File: src/rtl/sadc_rd_pkg.sv
package sadc_rd_pkg;

   typedef enum logic [2:0] {
      ST_WAKE,
      ST_IDLE,
      ST_SETUP,
      ST_SHIFT,
      ST_GAP
   } seq_state_e;

   // frame clocks = resolution plus two leading zero bits
   function automatic int frame_len(input int res);
      return res + 2;
   endfunction

   // nanoseconds to system cycles, rounded up, never below one cycle
   function automatic int ns_to_cyc(input int ns, input int khz);
      longint prod;
      longint cyc;
      prod = longint'(ns) * longint'(khz);
      cyc  = (prod + 64'd999999) / 64'd1000000;
      if (cyc < 1) cyc = 1;
      return int'(cyc);
   endfunction

   function automatic int max_of(input int a, input int b);
      return (a > b) ? a : b;
   endfunction

endpackage

File: src/rtl/sadc_sclk_gen.sv
module sadc_sclk_gen #(
   parameter int SCLK_HALF = 3
) (
   input  logic clk,
   input  logic rst_n,
   input  logic run_i,
   output logic sclk_o,
   output logic fall_o,
   output logic rise_o
);

   logic sclk_q;
   logic tick;

   generate
      if (SCLK_HALF == 1) begin : g_direct
         assign tick = run_i;
      end else begin : g_count
         localparam int PH_W = $clog2(SCLK_HALF);
         logic [PH_W-1:0] ph_q;

         always_ff @(posedge clk or negedge rst_n) begin
            if (!rst_n)
               ph_q <= '0;
            else if (!run_i || tick)
               ph_q <= '0;
            else
               ph_q <= ph_q + 1'b1;
         end

         assign tick = run_i && (ph_q == PH_W'(SCLK_HALF - 1));
      end
   endgenerate

   always_ff @(posedge clk or negedge rst_n) begin
      if (!rst_n)
         sclk_q <= 1'b1;
      else if (!run_i)
         sclk_q <= 1'b1;
      else if (tick)
         sclk_q <= ~sclk_q;
   end

   assign sclk_o = sclk_q;
   assign fall_o = tick && sclk_q;
   assign rise_o = tick && !sclk_q;

endmodule

File: src/rtl/sadc_frame_seq.sv
module sadc_frame_seq
   import sadc_rd_pkg::*;
#(
   parameter int FRAME_BITS = 14,
   parameter int SETUP_CYC  = 2,
   parameter int GAP_CYC    = 1,
   parameter int PWRUP_CYC  = 250
) (
   input  logic clk,
   input  logic rst_n,
   input  logic start_i,
   input  logic wake_i,
   input  logic fall_i,
   input  logic rise_i,
   output logic cs_n_o,
   output logic busy_o,
   output logic run_o,
   output logic done_o
);

   localparam int TMR_MAX = max_of(max_of(SETUP_CYC, GAP_CYC), PWRUP_CYC);
   localparam int TMR_W   = $clog2(TMR_MAX + 1);
   localparam int BIT_W   = $clog2(FRAME_BITS + 1);

   seq_state_e       st_q, st_d;
   logic [TMR_W-1:0] tmr_q, tmr_d;
   logic [BIT_W-1:0] bits_q, bits_d;
   logic             cs_n_q, busy_q;
   logic             done_d;

   always_comb begin
      st_d   = st_q;
      tmr_d  = tmr_q;
      bits_d = bits_q;
      done_d = 1'b0;
      unique case (st_q)
         ST_WAKE: begin
            if (tmr_q == '0) st_d = ST_IDLE;
            else             tmr_d = tmr_q - 1'b1;
         end
         ST_IDLE: begin
            if (wake_i) begin
               st_d  = ST_WAKE;
               tmr_d = TMR_W'(PWRUP_CYC - 1);
            end else if (start_i) begin
               st_d   = ST_SETUP;
               tmr_d  = TMR_W'(SETUP_CYC - 1);
               bits_d = '0;
            end
         end
         ST_SETUP: begin
            if (tmr_q == '0) st_d = ST_SHIFT;
            else             tmr_d = tmr_q - 1'b1;
         end
         ST_SHIFT: begin
            if (fall_i) bits_d = bits_q + 1'b1;
            if (rise_i && (bits_q == BIT_W'(FRAME_BITS))) begin
               st_d   = ST_GAP;
               tmr_d  = TMR_W'(GAP_CYC - 1);
               done_d = 1'b1;
            end
         end
         ST_GAP: begin
            if (tmr_q == '0) st_d = ST_IDLE;
            else             tmr_d = tmr_q - 1'b1;
         end
         default: st_d = ST_IDLE;
      endcase
   end

   always_ff @(posedge clk or negedge rst_n) begin
      if (!rst_n) begin
         st_q   <= ST_WAKE;
         tmr_q  <= TMR_W'(PWRUP_CYC - 1);
         bits_q <= '0;
         cs_n_q <= 1'b1;
         busy_q <= 1'b1;
      end else begin
         st_q   <= st_d;
         tmr_q  <= tmr_d;
         bits_q <= bits_d;
         cs_n_q <= !((st_d == ST_SETUP) || (st_d == ST_SHIFT));
         busy_q <= (st_d != ST_IDLE);
      end
   end

   assign cs_n_o = cs_n_q;
   assign busy_o = busy_q;
   assign run_o  = (st_q == ST_SHIFT);
   assign done_o = done_d;

endmodule

File: src/rtl/sadc_shift_cap.sv
module sadc_shift_cap #(
   parameter int RES_BITS = 12
) (
   input  logic                clk,
   input  logic                rst_n,
   input  logic                fall_i,
   input  logic                sdata_i,
   input  logic                done_i,
   output logic [RES_BITS-1:0] result_o,
   output logic                valid_o
);

   // only RES_BITS are kept: the two leading zeros shift out of the top
   logic [RES_BITS-1:0] sh_q;
   logic [RES_BITS-1:0] res_q;
   logic                vld_q;

   always_ff @(posedge clk or negedge rst_n) begin
      if (!rst_n)
         sh_q <= '0;
      else if (fall_i)
         sh_q <= {sh_q[RES_BITS-2:0], sdata_i};
   end

   always_ff @(posedge clk or negedge rst_n) begin
      if (!rst_n) begin
         res_q <= '0;
         vld_q <= 1'b0;
      end else begin
         vld_q <= done_i;
         if (done_i) res_q <= sh_q;
      end
   end

   assign result_o = res_q;
   assign valid_o  = vld_q;

endmodule

File: src/rtl/sadc_rd_ctrl.sv
module sadc_rd_ctrl
   import sadc_rd_pkg::*;
#(
   parameter int RES_BITS    = 12,
   parameter int SYS_CLK_KHZ = 250000,
   parameter int SCLK_HALF   = 3,
   parameter int SETUP_NS    = 6,
   parameter int QUIET_NS    = 4,
   parameter int CS_HIGH_NS  = 3,
   parameter int PWRUP_NS    = 1000
) (
   input  logic                clk,
   input  logic                rst_n,
   input  logic                start_i,
   input  logic                pwr_wake_i,
   output logic                busy_o,
   output logic [RES_BITS-1:0] result_o,
   output logic                valid_o,
   output logic                adc_cs_n_o,
   output logic                adc_sclk_o,
   input  logic                adc_sdata_i
);

   localparam int FRAME_BITS = frame_len(RES_BITS);
   localparam int SETUP_CYC  = ns_to_cyc(SETUP_NS, SYS_CLK_KHZ);
   localparam int QUIET_CYC  = ns_to_cyc(QUIET_NS, SYS_CLK_KHZ);
   localparam int CSH_CYC    = ns_to_cyc(CS_HIGH_NS, SYS_CLK_KHZ);
   localparam int GAP_CYC    = max_of(QUIET_CYC, CSH_CYC);
   localparam int PWRUP_CYC  = ns_to_cyc(PWRUP_NS, SYS_CLK_KHZ);
   localparam int SCLK_KHZ   = SYS_CLK_KHZ / (2 * SCLK_HALF);

   // elaboration checks on the parameter set
   generate
      if (RES_BITS != 8 && RES_BITS != 10 && RES_BITS != 12) begin : g_bad_res
         $error("sadc_rd_ctrl: RES_BITS must be 8, 10 or 12");
      end
      if (SCLK_HALF < 1) begin : g_bad_half
         $error("sadc_rd_ctrl: SCLK_HALF must be at least 1");
      end
      if (SCLK_KHZ > 48000 || SCLK_KHZ < 500) begin : g_bad_rate
         $error("sadc_rd_ctrl: serial clock outside 500 kHz to 48 MHz");
      end
   endgenerate

   logic run, fall, rise, done;

   sadc_sclk_gen #(
      .SCLK_HALF (SCLK_HALF)
   ) sclk_i (
      .clk    (clk),
      .rst_n  (rst_n),
      .run_i  (run),
      .sclk_o (adc_sclk_o),
      .fall_o (fall),
      .rise_o (rise)
   );

   sadc_frame_seq #(
      .FRAME_BITS (FRAME_BITS),
      .SETUP_CYC  (SETUP_CYC),
      .GAP_CYC    (GAP_CYC),
      .PWRUP_CYC  (PWRUP_CYC)
   ) seq_i (
      .clk     (clk),
      .rst_n   (rst_n),
      .start_i (start_i),
      .wake_i  (pwr_wake_i),
      .fall_i  (fall),
      .rise_i  (rise),
      .cs_n_o  (adc_cs_n_o),
      .busy_o  (busy_o),
      .run_o   (run),
      .done_o  (done)
   );

   sadc_shift_cap #(
      .RES_BITS (RES_BITS)
   ) cap_i (
      .clk      (clk),
      .rst_n    (rst_n),
      .fall_i   (fall),
      .sdata_i  (adc_sdata_i),
      .done_i   (done),
      .result_o (result_o),
      .valid_o  (valid_o)
   );

endmodule

File: config.mk
export PLATFORM = sky130hd
export DESIGN_NAME = sadc_rd_ctrl
export DESIGN_NICKNAME = d
export VERILOG_FILES = /design/src/rtl/sadc_rd_pkg.sv /design/src/rtl/sadc_sclk_gen.sv /design/src/rtl/sadc_frame_seq.sv /design/src/rtl/sadc_shift_cap.sv /design/src/rtl/sadc_rd_ctrl.sv
export SDC_FILE = /design/constraint.sdc
export NUM_CORES = 1
export LEC_CHECK = 0
export ABC_AREA = 1
export BUFFER_PORTS_ARGS = -buffer_cell sky130_fd_sc_hd__buf_2
export CAP_MARGIN = 40
export CORE_MARGIN = 5
export CORE_UTILIZATION = 52
export CTS_CLUSTER_SIZE = 12
export DETAILED_ROUTE_END_ITERATION = 10
export PLACE_DENSITY = 0.74
export SETUP_SLACK_MARGIN = 0.05
export SLEW_MARGIN = 30
export SYNTH_ARGS = -nofsm -noshare
export SYNTH_HDL_FRONTEND = slang
export SYNTH_SLANG_ARGS = --single-unit
File: constraint.sdc
create_clock -name clk -period 2.07 [get_ports clk]
set_clock_uncertainty 0.1 [all_clocks]
set_input_delay 0.207 -clock clk [delete_from_list [all_inputs] [get_ports clk]]
set_output_delay 0.207 -clock clk [all_outputs]
set_load 0.1 [all_outputs]
==> out/metrics.cfg, run 1 <==
[clocking]
cts_buffers=5
root_buffer=clkbuf_8
htreeDepth=2
clockBufferDepth=2
cts.sinks=45
clk_pin_slew_ns=0.08
post_cts_resized=0
cts_tree=done
worstSkewPairLatency_ns=0.29

[grt]
gr-usage-all-layers=0.1598
use_met1=0.1929
grt_pass1_vias=1568
grt_use_met3=0.05135
grt_max_degree=46
grt_pass1_wl_um=6699
overflow=0
top_usage_layer=met2
met2_usage=0.2624
antenna_found_initial=0

[yosys]
ys_seq_area_frac=0.5267
synth_edf_count=0
postSynthCellCount=248
synthFlopType=dfrtp_1
synth_fp_nets=257
synth.distinct_cells=22
synth_top_cell_area_share=0.4171
synth_largest_area_cell=dfrtp_1
synth_area_um2=2160
yosys-top-cells-area=dfrtp_1, nand2_1, dfstp_2
yosys_register_bits=45
yosys_warnings=0
synth.most_common_cell=nand2_1
syn_avg_cell_area_um2=8.708
ys_async_sr_fraction=1.000
synth.top_cells.by_count=nand2_1, inv_1, dfrtp_1

[route]
initialDrtViolationCount=85
first_pass_iters=4
wl_um=3785
vias=1590
final_antenna_net_count=0
drt-wirelength-per-cell_um=11.68
drc=0
avgViaCountPerCell=4.907

[power_and_ir_drop]
power.density_nw_per_um2=617.0
ir_drop_mv=0.4099
combPwrFrac=0.026
intPower_mw=1.170
clkPwrFrac=0.371
swShare=0.2081
power.static_leakage_nw=1.341
p_total_mw=1.477
p_sw_mw=0.3073
seqPwrFrac=0.603

[timing]
tns_ns=0
hold_slack_ns=0.01696
drv_slew=0
fin_crit_sh=0.8684
fmax_mhz=556.3
layout_min_cycle_time_ns=1.798
tightest_slew_ns=0.6256
slew-limit-headroom=0.5830
setup_viol=0
hold_viol=0
rsz0062_at_grt=no
finalWorstSetupSlack_ns=0.2723

[layout]
fin_nets=282
antenna_cells=0
area_delta_synth_final_pct=10.83
drive_gt1_frac=0.2226

[die]
start_util=0.5399
core.rowCount=23
fp.dieW_um=74.45
core_area_um2=4000
io_pins=21
die-area_um2=5542
die_h_um=74.45

[min_path]
min_path_type=in2reg

[placement]
place_congestion=0.9108
dp_slack_ns=0.3000
dpl.hpwl_um=2630
io_buffers=20

[setup_path]
cp.required_ns=2.15
start_kind=register
crit_fanout=12
cp-end-kind=register
critPathKind=reg2reg
cp_data_arrival_time_ns=1.88

[outcome]
status=finished clean

[flow_run]
timing.max_cap.violations=0

-- routing by layer --
layer  vias to the layer above  routed length, µm
met5                         -                  0
met4                         0                 44
met3                         5                170
met2                        31               1827
met1                       735               1743
li1                        819                  -
-- through the flow --
stage,area (µm²),util,std cells
detailed placement,2293,0.5734,315
floorplan,2160,-,248
global placement,2293,0.5734,315
global route,2394,0.5984,324
finish,2394,0.5984,324
CTS,2394,0.5984,324
-- area by class of cell --
type                    instances  area [µm²]
well taps                      50       62.56
fillers                       363        1607
clock buffers                   8       90.09
inverters                      37       138.9
flip-flops and latches         45        1137
multi-input cells             161       827.0
repair buffers                 23       137.6
-- what timing repair did --
item | CTS | global route
setup buffers | 0 | 0
hold buffers | 1 | 0
endpoints found under the hold margin | 36 | 0
-- state kept, by name, indices dropped and copies added, names as in the netlist --
register / count
seq_i.cs_n_o: 1
cap_i.sh_q: 12
cap_i.result_o: 12
seq_i.bits_q: 4
sclk_i.sclk_o: 1
seq_i.tmr_q: 8
cap_i.valid_o: 1
seq_i.st_q: 3
sclk_i.g_count.ph_q: 2
seq_i.busy_o: 1
-- critical path, stage by stage, from the launching register on --
cell	delay [ns]
dfstp_2	0.53
inv_1	0.10
ha_1	0.25
nand2_2	0.12
nor2_4	0.04
nand3_1	0.10
nand3_2	0.23
nand2_1	0.15
o21ai_2	0.06
-- layout by cell type (no fill, tap or decap) --
| cell | instances |
|---|---|
| inv_1 | 37 |
| a21oi_1 | 5 |
| nor2_1 | 21 |
| nand2_1 | 74 |
| clkbuf_1 | 2 |
| xor2_1 | 1 |
| nand2_4 | 1 |
| nor2_4 | 3 |
| nand4_1 | 1 |
| nor3_1 | 1 |
| o21ai_0 | 4 |
| o21ai_1 | 12 |
| dfrtp_1 | 36 |
| buf_4 | 1 |
| a21o_1 | 1 |
| nor2_2 | 1 |
| nand3_1 | 13 |
| ha_1 | 4 |
| o21bai_4 | 1 |
| dfstp_2 | 9 |
| nand2_2 | 3 |
| o21ai_2 | 13 |
| dlygate4sd3_1 | 1 |
| buf_12 | 1 |
| nand3_2 | 2 |
| clkbuf_8 | 6 |
| buf_2 | 20 |
-- worst paths after layout --
check	depth (start not counted)	start	endpoint	slack [ns]
max in group asynchronous	3	rst_n	sclk_i.sclk_o	1.07
max	8	seq_i.tmr_q[0]	seq_i.tmr_q[1]	0.27
max reg2reg	8	seq_i.tmr_q[0]	seq_i.tmr_q[1]	0.27
min	3	adc_sdata_i	cap_i.sh_q[0]	0.02
min in group asynchronous	3	rst_n	sclk_i.g_count.ph_q[1]	0.40
min reg2reg	1	sclk_i.g_count.ph_q[0]	sclk_i.g_count.ph_q[0]	0.34
-- cell families (layout without fill, tap and decap cells) --
logic type / Yosys count / after routing / share of synthesized area
AND/OR/NAND/NOR: 120 / 120 / 0.2422
flip-flops: 45 / 45 / 0.5267
buffers and inverters: 42 / 68 / 0.09038
AO/OA/AOI/OAI: 36 / 36 / 0.1136
adder cells (fa/ha/maj): 4 / 4 / 0.02318
XOR/XNOR: 1 / 1 / 0.004056
-- power groups by stage --
stage               logic (mW)  clock network [mW]  registers, mW
finish                  0.0382               0.548          0.891
global route            0.0453               0.617          0.892
CTS                     0.0403               0.573          0.891
detailed placement      0.0388                   0          0.908
global placement        0.0376                   0          0.908
floorplan               0.0133                   0          0.907
Note: power is estimated with default switching activity, not from simulation.
==> inputs of run 2 (changes only) <==
--- a/config.mk
+++ b/config.mk
@@ -9,10 +9,10 @@
 export BUFFER_PORTS_ARGS = -buffer_cell sky130_fd_sc_hd__buf_2
 export CAP_MARGIN = 40
 export CORE_MARGIN = 5
-export CORE_UTILIZATION = 52
+export CORE_UTILIZATION = 35
 export CTS_CLUSTER_SIZE = 12
 export DETAILED_ROUTE_END_ITERATION = 10
-export PLACE_DENSITY = 0.74
+export PLACE_DENSITY = 0.55
 export SETUP_SLACK_MARGIN = 0.05
 export SLEW_MARGIN = 30
 export SYNTH_ARGS = -nofsm -noshare
==> out/metrics.cfg, run 2 (same netlist as run 1, synthesis figures left out) <==
[flow_run]
timing.max_cap.violations=0  ; unchanged

[timing]
rsz0062_at_grt=no  ; unchanged
fin_crit_sh=0.8520  ; was 0.8684
hold_slack_ns=0.2357  ; was 0.01696 ns
setup_viol=0  ; unchanged
slew-limit-headroom=0.6147  ; was 0.5830
drv_slew=0  ; unchanged
tns_ns=0  ; unchanged
tightest_slew_ns=0.5779  ; was 0.6256 ns
fmax_mhz=567.0  ; was 556.3 MHz
layout_min_cycle_time_ns=1.764  ; was 1.798 ns
hold_viol=0  ; unchanged

[setup_path]
cp.required_ns=2.17  ; was 2.15 ns
crit_fanout=23  ; was 12
worst_path_most_repeated_cell=inv_1
start_kind=register  ; unchanged
cp_top_family=simple AND/OR/NAND/NOR gates  ; unchanged
r2r-start=seq_i.bits_q[0]  ; was seq_i.tmr_q[0]
r2r_setup_slack_ns=0.31  ; was 0.27 ns
cp_num_buf_inv=4  ; was 1
cp_slowest_cell=dfrtp_1  ; was dfstp_2
cp_data_arrival_time_ns=1.86  ; was 1.88 ns
critical_path.max_stage_delay_ns=0.39  ; was 0.53 ns
critPathKind=reg2reg  ; unchanged
r2r-end=cap_i.result_o[2]  ; was seq_i.tmr_q[1]
ff2ff_path_depth=9  ; was 8
path_cells=inv_1 -> ha_1 -> nand2_1 -> inv_1 -> nand2_1 -> inv_1 -> nand2_2 -> buf_4 -> o21ai_2  ; was inv_1 -> ha_1 -> nand2_2 -> nor2_4 -> nand3_1 -> nand3_2 -> nand2_1 -> o21ai_2
cp-end-kind=register  ; unchanged

[die]
die-area_um2=7841  ; was 5542 µm²
fp.dieW_um=88.55  ; was 74.45 µm
start_util=0.3626  ; was 0.5399
die_h_um=88.55  ; was 74.45 µm
io_pins=21  ; unchanged
core.rowCount=28  ; was 23
core_area_um2=5956  ; was 4000 µm²

[grt]
overflow=0  ; unchanged
gr-usage-all-layers=0.1148  ; was 0.1598
grt_pass1_wl_um=7003  ; was 6699 µm
grt_pass1_vias=1566  ; was 1568
antenna_found_initial=0  ; unchanged
grt_max_degree=46  ; unchanged

[clocking]
clk_pin_slew_ns=0.09  ; was 0.08 ns
cts_buffers=5  ; unchanged
root_buffer=clkbuf_8  ; unchanged
cts_tree=done  ; unchanged
worstSkewPairLatency_ns=0.30  ; was 0.29 ns
cts.sinks=45  ; unchanged
clockBufferDepth=2  ; unchanged
htreeDepth=2  ; unchanged

[route]
first_pass_iters=4  ; unchanged
final_antenna_net_count=0  ; unchanged
wl_um=3887  ; was 3785 µm
avgViaCountPerCell=4.420  ; was 4.907
drt-wirelength-per-cell_um=11.04  ; was 11.68 µm
initialDrtViolationCount=42  ; was 85
drc=0  ; unchanged
vias=1556  ; was 1590

[min_path]
min_path_type=in2reg  ; unchanged
hold_path_depth=5  ; was 3
min_to=seq_i.tmr_q[6]  ; was cap_i.sh_q[0]
hold_path_startpoint=pwr_wake_i  ; was adc_sdata_i

[power_and_ir_drop]
power.static_leakage_nw=1.358  ; was 1.341 nW
power.density_nw_per_um2=654.8  ; was 617.0 nW/µm²
intPower_mw=1.263  ; was 1.170 mW
p_total_mw=1.610  ; was 1.477 mW
swShare=0.2152  ; was 0.2081
combPwrFrac=0.025  ; was 0.026
clkPwrFrac=0.421  ; was 0.371
ir_drop_mv=0.4148  ; was 0.4099 mV
seqPwrFrac=0.553  ; was 0.603
p_sw_mw=0.3464  ; was 0.3073 mW

[placement]
io_buffers=20  ; unchanged
place_congestion=0.7816  ; was 0.9108
dp.cells=342  ; was 315
dpl.hpwl_um=2722  ; was 2630 µm

[layout]
final-seq-area_um2=1137  ; unchanged
area_delta_synth_final_pct=13.85  ; was 10.83%
final_cells=352  ; was 324
layout_commonest_cell=nand2_1  ; unchanged
fin_nets=285  ; was 282
drive_gt1_frac=0.2310  ; was 0.2226
fillers=631  ; was 363
final_cell_mix=nand2_1, inv_1, dfrtp_1, nor2_1, buf_2  ; unchanged
multi_input_area_um2=827.0  ; unchanged
antenna_cells=0  ; unchanged

[outcome]
status=finished clean  ; unchanged

run 2: cell types whose count changed in the layout (fill, tap and decap cells not counted):
cell | previous run | this run
dlygate4sd3_1 | 1 | 2
buf_4 | 1 | 4
clkbuf_8 | 6 | 5
clkbuf_1 | 2 | 1
buf_12 | 1 | 0
inv_6 | 0 | 1
bufinv_16 | 0 | 1
run 2: how the worst max path moves through the flow:
stage,depth (start not counted),from,slack [ns],end
after floorplan,7,sclk_i.sclk_o,0.32,cap_i.result_o[11]
after global placement,9,seq_i.bits_q[0],0.30,cap_i.result_o[9]
after detailed placement,8,seq_i.tmr_q[0],0.28,seq_i.tmr_q[1]
after CTS,9,seq_i.bits_q[0],0.27,cap_i.result_o[2]
after global routing,9,seq_i.tmr_q[0],0.10,seq_i.tmr_q[4]
final,9,seq_i.bits_q[0],0.31,cap_i.result_o[2]
run 2: area by class of cell:
class	instances	area share
clock inverter	2	0.01578
clock buffer	6	0.02952
tap	75	0.03817
multi-input combinational	161	0.3364
sequential	45	0.4626
timing repair buffer	26	0.06107
inverter	37	0.05649
run 2: worst reg2reg max path, cell delays in order (launching register included):
cell     delay, ns
dfrtp_1       0.39
inv_1         0.07
ha_1          0.19
nand2_1       0.06
inv_1         0.03
nand2_1       0.12
inv_1         0.06
nand2_2       0.38
buf_4         0.22
o21ai_2       0.05
run 2: per-layer routing:
metal | vias up | global-route usage | share of wire
met4 | 0 | 0.03297 | 0.012
met3 | 6 | 0.04190 | 0.046
met2 | 19 | 0.1849 | 0.46
met1 | 713 | 0.1453 | 0.48
met5 | - | 0 | 0
li1 | 818 | - | -
run 2: power groups by stage:
stage / clock, mW / combinational, mW / sequential, mW
finish: 0.678 / 0.0408 / 0.891
global route: 0.741 / 0.0485 / 0.893
CTS: 0.699 / 0.0429 / 0.891
detailed placement: 0 / 0.0400 / 0.908
global placement: 0 / 0.0396 / 0.907
floorplan: 0 / 0.0133 / 0.907
run 2: per-stage QoR:
stage | util | instance area (µm²) | setup slack [ns]
after detailed placement | 0.3908 | 2327 | 0.2812
final | 0.4128 | 2459 | 0.3063
after global placement | 0.3908 | 2327 | 0.3030
after global routing | 0.4128 | 2459 | 0.1037
after CTS | 0.4128 | 2459 | 0.2696
after floorplan | - | 2160 | 0.3202
run 2: timing repair:
| item | CTS | global route |
|---|---|---|
| setup endpoints to repair | 0 | 0 |
| setup buffers | 0 | 0 |
| hold buffers | 2 | 0 |
| gates resized for setup | 0 | 0 |
| endpoints found under the hold margin | 37 | 0 |
